<file path="config.mk">
export PLATFORM = sky130hd
export DESIGN_NAME = excl_monitor
export DESIGN_NICKNAME = d
export VERILOG_FILES = /design/src/rtl/excl_monitor.sv
export SDC_FILE = /design/constraint.sdc
export NUM_CORES = 1
export LEC_CHECK = 0
export BUFFER_PORTS_ARGS = -buffer_cell sky130_fd_sc_hd__buf_2
export CAP_MARGIN = 40
export CORE_ASPECT_RATIO = 0.5
export CORE_MARGIN = 2
export CORE_UTILIZATION = 56
export DETAILED_ROUTE_END_ITERATION = 8
export GPL_TIMING_DRIVEN = 0
export HOLD_SLACK_MARGIN = 0.15
export PLACE_DENSITY = 0.85
export RECOVER_POWER = 50
export SLEW_MARGIN = 20
export SYNTH_ARGS = -nofsm -noshare
export SYNTH_HDL_FRONTEND = slang
export SYNTH_SLANG_ARGS = --single-unit
</file>
<file path="constraint.sdc">
create_clock -name clk -period 5.8 [get_ports clk]
set_input_delay 1.16 -clock clk [delete_from_list [all_inputs] [get_ports clk]]
set_output_delay 1.16 -clock clk [all_outputs]
set_load 0.005 [all_outputs]
</file>
<file path="src/rtl/excl_monitor.sv">
module excl_monitor #(
  parameter int ADDR_W = 32,
  parameter int ID_W   = 2
) (
  input  logic              clk,
  input  logic              rst_n,
  input  logic              ar_fire,
  input  logic [ADDR_W-1:0] ar_addr,
  input  logic [ID_W-1:0]   ar_id,
  input  logic [2:0]        ar_size,
  input  logic              ar_lock,
  input  logic              aw_fire,
  input  logic [ADDR_W-1:0] aw_addr,
  input  logic [ID_W-1:0]   aw_id,
  input  logic [2:0]        aw_size,
  input  logic              aw_lock,
  input  logic              wr_commit,
  output logic [1:0]        bresp,
  output logic              wr_suppress
);
  localparam int SLOTS = 1 << ID_W;
  localparam logic [1:0] RESP_OKAY   = 2'b00;
  localparam logic [1:0] RESP_EXOKAY = 2'b01;

  logic              rv [SLOTS];
  logic [ADDR_W-1:0] ra [SLOTS];
  logic [2:0]        rs [SLOTS];

  logic              pv, pl;
  logic [ADDR_W-1:0] pa;
  logic [ID_W-1:0]   pi;
  logic [2:0]        ps;

  function automatic logic overlap(input logic [ADDR_W-1:0] a1, input logic [2:0] s1,
                                   input logic [ADDR_W-1:0] a2, input logic [2:0] s2);
    logic [2:0]        mx;
    logic [ADDR_W-1:0] mask;
    mx   = (s1 > s2) ? s1 : s2;
    mask = {ADDR_W{1'b1}} << mx;
    return ((a1 ^ a2) & mask) == '0;
  endfunction

  logic hit, commit_ok, excl_fail, writes_mem;

  assign hit        = rv[pi] && ra[pi] == pa && rs[pi] == ps;
  assign commit_ok  = wr_commit && pv;
  assign excl_fail  = pl && !hit;
  assign writes_mem = commit_ok && !excl_fail;

  assign bresp       = (commit_ok && pl && hit) ? RESP_EXOKAY : RESP_OKAY;
  assign wr_suppress = commit_ok && excl_fail;

  always_ff @(posedge clk) begin
    if (!rst_n) begin
      pv <= 1'b0;
    end else begin
      if (wr_commit) pv <= 1'b0;
      if (aw_fire) begin
        pv <= 1'b1;
        pl <= aw_lock;
        pa <= aw_addr;
        pi <= aw_id;
        ps <= aw_size;
      end
    end
  end

  for (genvar g = 0; g < SLOTS; g++) begin : g_slot
    logic own, kill;
    assign own  = pi == ID_W'(g);
    assign kill = writes_mem &&
                  ((pl && own) || (!own && overlap(ra[g], rs[g], pa, ps)));

    always_ff @(posedge clk) begin
      if (!rst_n) begin
        rv[g] <= 1'b0;
      end else begin
        if (kill) rv[g] <= 1'b0;
        if (ar_fire && ar_lock && ar_id == ID_W'(g)) begin
          rv[g] <= 1'b1;
          ra[g] <= ar_addr;
          rs[g] <= ar_size;
        end
      end
    end
  end
endmodule

</file>
### Yosys cells after proc, flatten, opt, wreduce, memory -nomap -nowiden

Memories as Yosys holds them, arrays and structs flattened. A register that Yosys moved wholly into a read port is not among the register bits.
Cells that the tools add are included.

| storage, ports and cells | value |
|---|---|
| register bits after elaboration | 39 |
| bits in latches | 0 |
| bits in writable memories | 144 |
| ROM bits | 0 |
| logic and storage cells | 150 |
| memories kept | 3 |

| operators by class | value |
|---|---|
| add/sub/neg operators | 0 |
| multiply operators | 0 |
| div/mod/pow operators | 0 |
| $lt $le $gt $ge | 4 |
| equal/unequal tests | 8 |
| shift-type cells | 4 |
| muxes and demuxes | 61 |
| bitwise gates (word level) | 16 |
| reductions and logical operators | 49 |

Memory list:

| memory | depth | bits a word | rd ports | clocked after Yosys merged registers in | wr ports | line | RTL |
|---|---|---|---|---|---|---|---|
| ra | 4 | 32 | 5 | 1 | 1 | 26 | `logic [ADDR_W-1:0] ra [SLOTS];` |
| rs | 4 | 3 | 5 | 1 | 1 | 27 | `logic [2:0] rs [SLOTS];` |
| rv | 4 | 1 | 1 | 1 | 4 | 25 | `logic rv [SLOTS];` |

Operators with widths:

| operator | count |
|---|---|
| $and A32 B32 Y32 | 4 |
| $logic_not A32 Y1 | 4 |
| $shl A32 B3 Y32 const A | 4 |
| $xor A32 B32 Y32 | 4 |
| $mux W32 | 3 |
| $reduce_or A32 Y1 | 3 |
| $mux W1 | 42 |
| $eq A32 B32 Y1 | 1 |
| $logic_and A1 B1 Y1 | 25 |
| $mux W3 | 7 |
| $mux W2 | 9 |
| $gt A3 B3 Y1 | 4 |
| $reduce_or A3 Y1 | 3 |
| $eq A2 B2 Y1 const B | 4 |
| $or A1 B1 Y1 | 8 |
| $logic_not A1 Y1 | 6 |
| $eq A2 B1 Y1 const B | 2 |
| $logic_not A2 Y1 | 2 |
| $logic_or A1 B1 Y1 | 4 |
| $eq A3 B3 Y1 | 1 |
| $reduce_and A2 Y1 | 1 |
| $reduce_bool A2 Y1 | 1 |

### Depth between registers and ports, before layout

An unclocked memory read counts as a cell.

| logic depth | value |
|---|---|
| depth after elaboration | 14 |
| gate-level depth with buffers | 11 |
| mapped depth without buffers | 10 |

### Least setup slack after synthesis

Ideal clock, no wire load.

| path | value |
|---|---|
| path type | input -> register |
| from | input port ar_fire |
| to | memory ra[2][0], enable pin |
| arrival | 3.985 ns |
| required time | 5.316 ns |
| path slack | 1.331 ns |
| stages | 2 |
| buffers on the path | 0 |
| cells stage by stage | nand3_1 > nor3b_1 |

| on the way | value |
|---|---|
| word-level cells in the longest chain between the ends | 9 |
| elaborated cells on any way between the ends | 26 |
| classes of those cells | 18 x mux; 8 x reduce/logical |

Ends and longest elaborated chain:

| item | line | RTL |
|---|---|---|
| start, declared | 7 | `input logic ar_fire,` |
| $logic_and A1 B1 Y1 (*) | 79 | `if (ar_fire && ar_lock && ar_id == ID_W'(g)) begin` |
| $logic_and A1 B1 Y1 | 79 |  |
| $mux W1 | 79 |  |
| $mux W1 | 75 | `if (!rst_n) begin` |
| $mux W1 (implied by the code) | 81 | `ra[g] <= ar_addr;` |
| $reduce_or A32 Y1 (no source line) | - |  |
| $mux W2 (no source line) or $mux W1 (tied branches) (3 in a row) | - |  |
| end, declared | 26 |  |

Every way passes the cells marked *; elsewhere a longest branch is shown, timed or not.

==> metrics.txt <==
top cells by area, synth=edfxtp_1, xor2_1, xnor2_1, mux2i_1, mux4_2; CTS Hold Bufs=0; Area after DPL=0.01009 mm²; Cells after Synth=686; Root Buffer Master=clkbuf_16; latest clock arrival within the worst-skew pair=0.44 ns; Leak=0.003675 µW; depth of the CTS H-tree=4; Residual DRC=0; Final Net Count=893; Arrival @ worst endpoint=3.47 ns; Rel. slew slack=56.45%; IO Port Bufs=82; fmax=216.1 MHz; # setup viols final=0; sequential cell area=0.005515 mm²; Filler cells=1162; power density over cell area=288.0 mW/mm²; top cell type's share of synthesized area=58.81%; period utilisation layout=79.79%; syn avg cell area=13.47 µm²; Total Negative Setup Slacks=0 ns; Synth Cell Area=0.009243 mm²; CTS Sinks=185; final core occ=65.35%; clock buffer depth=2; die area=0.01761 mm²; ANT nets after route=0; hold slack final=0.5413 ns; global route total overflow=0; Layout Cells excl Fill=1040; number of global-route vias before repair=6290; status=complete, no violations; synthesis-stage register bit count=185; CTS resizes=0; Die X=185.7 µm; Initial Utilization=56.81%; clock-pin slew on the worst setup and hold paths=0.07 ns; HPWL Detailed=17130 µm; layout cell share with drive strength beyond 1=14.64%; synth unique cells=59; critical path class=register to primary output; Via Count=6397; Multi-input gate area=0.003480 mm²; MaxCap Viol Count=0; TritonRoute pass-1 iters=7; Hold Crit Class=register to register; TritonCTS Buffers=17; drt via density=6.151; WP data required=4.64 ns; Routed met1 length=9525 µm; first-pass GRT wire length=35310 µm; gpl congestion=0.9969; largest net degree at the start of global routing=35; nature of the critical path endpoint=primary output; Die H=94.84 µm; core box area=0.01627 mm²; crit start category=register; Seq/Total Area, Yosys=59.67%; area grow syn2layout=15.03%; worst-margin pin slew=0.6497 ns; top-level I/O count=84; Worst Clk Skew=0.009292 ns; First DRT Iteration DRCs=951; Post-synth EDFFs=181; Slew Limit Fails=0; Main synth FF type=edfxtp_1; Overall Global Routing Usage=27.82%; antenna violations before repair=1; diode count=0; routed wire length per instance=22.74 µm; Mapped Nets=779; WL met2=10530 µm; Crit Path Max Fanout=10; Routed WL=23650 µm; Worst VDD drop=0.2557 mV; Fin. Hold Viols=0; most common cell in the netlist=edfxtp_1; Inst Count DP=1008; Post-CTS Setup Bufs=0; area leader, netlist=edfxtp_1; CTS tree=yes; synth cell count leaders=edfxtp_1, xor2_1, xnor2_1; row cnt=33; Synth async-reset ratio=0%; RSZ-0062 raised after global routing=false; DR top layer=met5; Routed met3 length=2908 µm; YS warnings=0; final non-filler cell area=0.01063 mm²; Final min period=4.628 ns
[layer usage]
metal,up-vias,GRT usage (%)
met4,2,10.83
met2,442,42.78
li1,2807,-
met1,3074,37.54
met3,72,8.330
met5,-,0
[power breakdown]
group	switching (µW)	internal, µW	leakage (µW)
Clock	559	577	0.000282
Combinational	236	151	0.00171
Sequential	28.8	1510	0.00169
[path summary, 6_finish.rpt]
kind	start	slack, ns	endpoint	depth (start not counted)
max	register	1.17	wr_suppress	9
min	pv$_SDFFE_PN0P_	0.54	pv$_SDFFE_PN0P_	2
max reg2reg	ps[1]$_DFFE_PP_	2.07	rv[0]$_DFFE_PP_	11
min reg2reg	pv$_SDFFE_PN0P_	0.54	pv$_SDFFE_PN0P_	2
[flip-flops by register name (all words and copies together) (netlist names), named ones only]
| signal | cells |
|---|---|
| pa | 32 |
| pi | 2 |
| pl | 1 |
| ps | 3 |
| pv | 1 |
| ra | 128 |
| rs | 12 |
| rv | 4 |
[per-stage QoR]
| stage | worst slack [ns] | power [µW] |
|---|---|---|
| detailed placement | 1.690 | 1943 |
| CTS | 1.191 | 3056 |
| global route | 1.062 | 3139 |
| finish | 1.172 | 3062 |
| global placement | -1.156 | 1928 |
| floorplan | 1.331 | 1807 |
[worst max-delay path, stage by stage, from the launching register on]
cell and delay (ns):
dfxtp_1 0.34, buf_6 0.13, buf_2 0.39, mux4_2 0.38, xor2_1 0.17, nor4_1 0.53, o2111ai_1 0.22, or4_4 0.61
nor2b_1 0.15, buf_2 0.12
[cells by family after synthesis]
logic type      synth area share, %
simple gates                  7.933
other cells                 0.04057
buf+inv                       2.789
mux                           6.566
compound gates                6.972
xor+xnor                      14.40
flops                         59.67
fa+ha+maj                     1.624
[cell usage in the layout (no fill, tap or decap), types with 12 or more instances in the layout]
cell type	count
inv_1	17
clkbuf_1	67
mux2i_1	37
nand4_1	18
nand3_1	22
xnor2_1	71
edfxtp_1	181
clkbuf_16	17
o21ai_0	13
nor2_1	29
nor4_1	16
a21oi_1	22
xor2_1	81
buf_2	48
ha_1	12
nand2_1	20
[layout make-up]
type	count	share of cell area [%]
Sequential cell	185	51.88
Multi-Input combinational cell	444	32.73
Timing Repair Buffer	95	4.743
Clock buffer	18	4.037
Tap cell	227	2.672
Buffer	38	1.754
Clock inverter	14	1.518
Inverter	19	0.6708
(Power assumes the default switching activity.)
